### src/rtl/pwm_ramp_pkg.sv
package pwm_ramp_pkg;

   // Saturating difference: (a - b) clamped into [0, lim]
   function automatic int unsigned sat_diff(input int unsigned a,
                                            input int unsigned b,
                                            input int unsigned lim);
      int unsigned d;
      d = (a > b) ? (a - b) : 0;
      return (d > lim) ? lim : d;
   endfunction

   // Plain clamp for the variant without offset correction
   function automatic int unsigned clamp_top(input int unsigned a,
                                             input int unsigned lim);
      return (a > lim) ? lim : a;
   endfunction

endpackage

### src/rtl/pwm_ramp_counter.sv
module pwm_ramp_counter #(
   parameter int unsigned PERIOD = 16,
   parameter int unsigned CNT_W  = 4
) (
   input  logic             clk,
   input  logic             rst,
   output logic [CNT_W-1:0] cnt_o,
   output logic [CNT_W-1:0] cnt_nxt_o,
   output logic             start_o
);
   localparam logic [CNT_W-1:0] LAST = CNT_W'(PERIOD - 1);

   logic [CNT_W-1:0] cnt_q;
   logic             start_q;

   always_comb begin
      cnt_nxt_o = (cnt_q == LAST) ? '0 : cnt_q + 1'b1;
   end

   always_ff @(posedge clk) begin
      if (rst) begin
         cnt_q   <= '0;
         start_q <= 1'b0;
      end else begin
         cnt_q   <= cnt_nxt_o;
         start_q <= (cnt_nxt_o == '0);
      end
   end

   assign cnt_o   = cnt_q;
   assign start_o = start_q;

   AST_RAMP_STEP: assert property (@(posedge clk) disable iff (rst)
      (cnt_q != LAST) |=> (cnt_q == $past(cnt_q) + 1'b1));

   AST_RAMP_WRAP: assert property (@(posedge clk) disable iff (rst)
      (cnt_q == LAST) |=> (cnt_q == '0));

   AST_STROBE_AT_ZERO: assert property (@(posedge clk) disable iff (rst)
      start_q |-> (cnt_q == '0));

endmodule

### src/rtl/pwm_threshold.sv
module pwm_threshold
   import pwm_ramp_pkg::*;
#(
   parameter int unsigned CTRL_W    = 8,
   parameter int unsigned THR_W     = 5,
   parameter int unsigned PERIOD    = 16,
   parameter bit          OFFSET_EN = 1'b1
) (
   input  logic [CTRL_W-1:0] ctrl_i,
   input  logic [CTRL_W-1:0] offset_i,
   output logic [THR_W-1:0]  thr_o
);
   generate
      if (OFFSET_EN) begin : g_offset
         always_comb begin
            thr_o = THR_W'(sat_diff(int'(ctrl_i), int'(offset_i), PERIOD));
         end
      end else begin : g_plain
         logic unused_offset;
         assign unused_offset = ^offset_i;
         always_comb begin
            thr_o = THR_W'(clamp_top(int'(ctrl_i), PERIOD));
         end
      end
   endgenerate

endmodule

### src/rtl/pwm_sr_stage.sv
module pwm_sr_stage #(
   parameter int unsigned CNT_W = 4,
   parameter int unsigned THR_W = 5
) (
   input  logic             clk,
   input  logic             rst,
   input  logic [CNT_W-1:0] cnt_nxt_i,
   input  logic [THR_W-1:0] thr_next_i,
   output logic [THR_W-1:0] thr_o,
   output logic             gate_o
);
   localparam int unsigned PAD_W = THR_W - CNT_W;

   logic [THR_W-1:0] thr_q;
   logic             gate_q;
   logic             set_evt;
   logic             clr_evt;

   always_comb begin
      set_evt = (cnt_nxt_i == '0);
      clr_evt = ({{PAD_W{1'b0}}, cnt_nxt_i} == thr_q);
   end

   always_ff @(posedge clk) begin
      if (rst) begin
         thr_q  <= '0;
         gate_q <= 1'b0;
      end else if (set_evt) begin
         thr_q  <= thr_next_i;
         gate_q <= (thr_next_i != '0);
      end else if (clr_evt) begin
         gate_q <= 1'b0;
      end
   end

   assign thr_o  = thr_q;
   assign gate_o = gate_q;

endmodule

### src/rtl/ramp_pwm.sv
module ramp_pwm #(
   parameter int unsigned PERIOD    = 16,
   parameter int unsigned CTRL_W    = 8,
   parameter bit          OFFSET_EN = 1'b1
) (
   input  logic              clk,
   input  logic              rst,
   input  logic [CTRL_W-1:0] ctrl_i,
   input  logic [CTRL_W-1:0] offset_i,
   output logic              gate_o,
   output logic              period_start_o
);
   localparam int unsigned CNT_W = (PERIOD > 1) ? $clog2(PERIOD) : 1;
   localparam int unsigned THR_W = $clog2(PERIOD + 1);
   localparam logic [THR_W-1:0] FULL = THR_W'(PERIOD);

   generate
      if (PERIOD < 2) begin : g_bad_period
         $error("ramp_pwm: PERIOD must be at least 2");
      end
      if (CTRL_W < 1 || CTRL_W > 31) begin : g_bad_ctrl
         $error("ramp_pwm: CTRL_W must lie in 1..31");
      end
   endgenerate

   logic [CNT_W-1:0] cnt;
   logic [CNT_W-1:0] cnt_nxt;
   logic [THR_W-1:0] thr_new;
   logic [THR_W-1:0] thr;
   logic             start;
   logic             gate;
   logic             unused_cnt;

   pwm_ramp_counter #(.PERIOD(PERIOD), .CNT_W(CNT_W)) u_ramp (
      .clk       (clk),
      .rst       (rst),
      .cnt_o     (cnt),
      .cnt_nxt_o (cnt_nxt),
      .start_o   (start)
   );

   pwm_threshold #(
      .CTRL_W(CTRL_W), .THR_W(THR_W), .PERIOD(PERIOD), .OFFSET_EN(OFFSET_EN)
   ) u_thr (
      .ctrl_i   (ctrl_i),
      .offset_i (offset_i),
      .thr_o    (thr_new)
   );

   pwm_sr_stage #(.CNT_W(CNT_W), .THR_W(THR_W)) u_latch (
      .clk        (clk),
      .rst        (rst),
      .cnt_nxt_i  (cnt_nxt),
      .thr_next_i (thr_new),
      .thr_o      (thr),
      .gate_o     (gate)
   );

   assign unused_cnt     = ^cnt;
   assign gate_o         = gate;
   assign period_start_o = start;

   AST_HOLD_STABLE: assert property (@(posedge clk) disable iff (rst)
      !start |-> $stable(thr));

   AST_NO_RETURN: assert property (@(posedge clk) disable iff (rst)
      (!start && !$past(gate)) |-> !gate);

   AST_ZERO_DUTY: assert property (@(posedge clk) disable iff (rst)
      (thr == '0) |-> !gate);

   AST_FULL_DUTY: assert property (@(posedge clk) disable iff (rst)
      (thr == FULL) |-> gate);

   AST_RESET_QUIET: assert property (@(posedge clk)
      rst |=> (!gate && !start));

endmodule

### config.mk
export PLATFORM = sky130hd
export DESIGN_NAME = ramp_pwm
export DESIGN_NICKNAME = d
export VERILOG_FILES = /design/src/rtl/pwm_ramp_pkg.sv /design/src/rtl/pwm_ramp_counter.sv /design/src/rtl/pwm_threshold.sv /design/src/rtl/pwm_sr_stage.sv /design/src/rtl/ramp_pwm.sv
export SDC_FILE = /design/constraint.sdc
export NUM_CORES = 1
export LEC_CHECK = 0
export BUFFER_PORTS_ARGS = -buffer_cell sky130_fd_sc_hd__buf_2
export CORE_UTILIZATION = 30
export CTS_CLUSTER_SIZE = 16
export DETAILED_ROUTE_END_ITERATION = 7
export PLACE_DENSITY = 0.59
export SLEW_MARGIN = 10
export SYNTH_ARGS = -nofsm -noshare
export SYNTH_HDL_FRONTEND = slang
export SYNTH_SLANG_ARGS = --single-unit
### constraint.sdc
create_clock -name clk -period 2.2 [get_ports clk]
set_clock_uncertainty 0.2 [all_clocks]
set_input_delay 0.33 -clock clk [delete_from_list [all_inputs] [get_ports clk]]
set_output_delay 0.33 -clock clk [all_outputs]
set_load 0.02 [all_outputs]
==> impl_results.md <==
- CP arrival: 2150 ps
- Die ar.: 3230 um2
- M2 GR Usage: 24.7%
- Placeable core region: 2810 um2
- Final wirelength: 2170 um
- Drt initial violations: 31
- Die Height: 56.8 um
- CTS clock-pin slew for the worst setup and hold paths: 70 ps
- Most common cell after layout, fill and taps aside: buf_4
- Final period utilization: 96.9%
- CP max FO: 4
- First-pass GRT wire length: 3510 um
- Worst Hold Depth: 2
- Peak supply drop: 0.152 mV
- Hold_ws: 92.6 ps
- Congestion Overflow GR: 0
- Clock sinks: 11
- Layout cell share with drive strength beyond 1: 47.3%
- H-tree depth: 1
- WS Path Type: input pin to register
- Vias per cell: 5.13
- Cells after Synth: 104
- Hold Vio Cnt, Final: 0
- #FFs+latches synth: 11
- CTS Buffer Depth: 2
- Die Span X: 56.8 um
- Largest delay share family, worst path: simple AND/OR/NAND/NOR gates
- FMAX: 469 MHz
- Post-synthesis sequential area ratio: 24.4%
- Max incr delay on CP: 490 ps
- Worst-Margin Slew: 427 ps
- Final ANT Viol Nets: 0
- Avg Cell Area, Syn: 8.66 um2
- Detailed-route via count: 929
- R2R cell count: 8
- Tot GR Track Use: 13.9%
- GPL Wtd Cong: 0.741
- P_leak: 0.641 nW
- Max-Cap Viols: 0
- Met3 GRT Util: 1.38%
- Share of power burned in registers: 34.5%
- Net count after synthesis: 132
- Crit-path cells: buf_4 > inv_12 > ha_4 > a21oi_4 > nor2_2 > or4_4 > a221oi_2 > and3b_2 > a32o_2
- Switch share: 31.5%
- Buf+Inv Stages, Crit Path: 2
- Final Non-Filler Cells: 181
- Final net count: 179
- Met1 usage: 16.1%
- Async set or reset register ratio after synthesis: 0%
- Final core occ: 47.6%
- Count of cell types in the netlist: 40
- Initial Util: 32.1%
- Initial antenna violation count: 0
- HP Class: input pin to register
- Top cells by area, synth: dfxtp_1 (24%), ha_1 (13%), a32o_2 (5.0%)
- Area Overhead vs Synth: 48.2%
- IO Count: 20
- CTS Buf Count: 3
- Detailed-route DRC error count: 3
- Synthesized area: 901 um2
- CP max stage cell: or4_4
- DR WL/cell: 12.0 um
- Inserted Diodes: 0
- Fin crit period: 2130 ps
- Fill cells: 305
- Yosys warns: 0
- Slew Limit Fails: 0
- Worst setup SP type: input pin
- Fin Setup TNS: 0 ps
- Clk_lat worst skew: 270 ps
- Power Density: 453 nW/um2
- Yosys top cell by area: dfxtp_1
- CP Data Required Time: 2220 ps
- Ys flop type: dfxtp_1
- Status: finished with violations
- Worst slew margin: 71.4%
- Failing checks: DRC
- Unrepaired setup endpoints after global routing: no
- Port Buffers: 19
- Most frequent cells in the layout: buf_4 (26), buf_2 (18), dfxtp_1 (11)
- CTS tree: done
- WP depth: 9
- Total power: 0.605 mW
- Gate power share: 42.2%
- FF+latch area: 220 um2
- Largest net degree at the start of global routing: 8
- TritonRoute pass-1 iters: 6
- Nature of the critical path endpoint: register
- Final setup fails: 0
- Vias in the first global route: 872
- NetSw: 0.191 mW
- Post-synth top area share: 24.4%
- Clk pwr share: 23.2%
- Root Buffer: clkbuf_4
- Cell Rows: 19
- Multi-input gate area: 711 um2
- Post-CTS Hold Buffers: 0
- Gr busiest metal: met2
- Number of synthesized flops with an enable pin: 0
- P_int: 0.414 mW
- DP HPWL: 1760 um
- Placed Cells: 174
[worst paths after layout]
| kind | end | startpoint | slack, ps |
|---|---|---|---|
| min reg2reg | u_latch.thr_o[4]$_SDFFE_PP0P_ | u_latch.thr_o[4]$_SDFFE_PP0P_ | 260 |
| min | u_ramp.cnt_o[2]$_SDFF_PP0_ | rst | 90 |
| max | u_latch.thr_o[1]$_SDFFE_PP0P_ | offset_i[4] | 70 |
| max reg2reg | u_latch.thr_o[1]$_SDFFE_PP0P_ | u_ramp.cnt_o[0]$_SDFF_PP0_ | 220 |
[cells by family after synthesis]
logic type | share of synthesized area (%)
adders and majority gates | 14.7
AOI/OAI and AO/OA | 26.9
xor gates and xnor gates | 7.78
DFF | 24.4
and+or+nand+nor | 19.9
buffers and inverters | 6.25
[cell usage after synthesis (2+ instances only)]
library cell   n
nand4_1        2
nand3_1        2
nor2b_1        3
a21oi_2        2
a21o_1         2
a31oi_1        2
a21oi_1        5
o21ai_0        2
nand2b_1       2
nand2_1        7
a32o_2         4
xnor2_1        4
ha_1           9
nor2_1         9
dfxtp_1       11
inv_1         11
xor2_1         4
[cell type report]
| type | count | share of cell area [%] |
|---|---|---|
| multi-input combinational | 80 | 53.2 |
| timing repair buffer | 44 | 21.4 |
| sequential | 11 | 16.5 |
| inverter | 11 | 4.03 |
| tap | 31 | 2.91 |
| clock buffer | 4 | 1.97 |
[worst reg2reg max path: stages (launching register included)]
cell     delay [ps]
dfxtp_1         370
ha_1            180
nand2_1          70
nor3_1          280
o221a_2         250
o41ai_1          60
buf_4           140
a21oi_2         180
a32o_2          200
[power groups by stage]
stage,clock network (mW),logic (mW),registers [mW]
floorplan,0,0.147,0.211
global placement,0,0.233,0.213
detailed placement,0,0.238,0.214
CTS,0.144,0.239,0.209
global route,0.152,0.283,0.210
finish,0.141,0.255,0.209
[metal layers]
metal / vias up / wire length [um] / part of all wire, %
met5: - / 0 / 0
met4: 0 / 50 / 2.3
met3: 5 / 74 / 3.4
met2: 23 / 1140 / 53
met1: 429 / 902 / 42
li1: 472 / - / -
[metrics by stage]
stage	area, um2	setup WS [ps]
2_1_floorplan	967	-36.2
3_3_place_gp	1250	-197
3_5_place_dp	1250	-236
4_1_cts	1280	47.1
5_1_grt	1340	14.0
6_report	1340	69.2
[timing repair]
| action | in CTS | in global routing |
|---|---|---|
| setup endpoints to repair | 0 | 5 |
| setup buffers | 0 | 3 |
| gates resized for setup | 0 | 6 |
[state kept, by name, summed over array words and instances, names as in the netlist]
name,flops
u_latch.thr_o,5
u_ramp.cnt_o,4
u_ramp.start_o,1
u_latch.gate_o,1
Note: power is estimated with default switching activity, not from simulation.
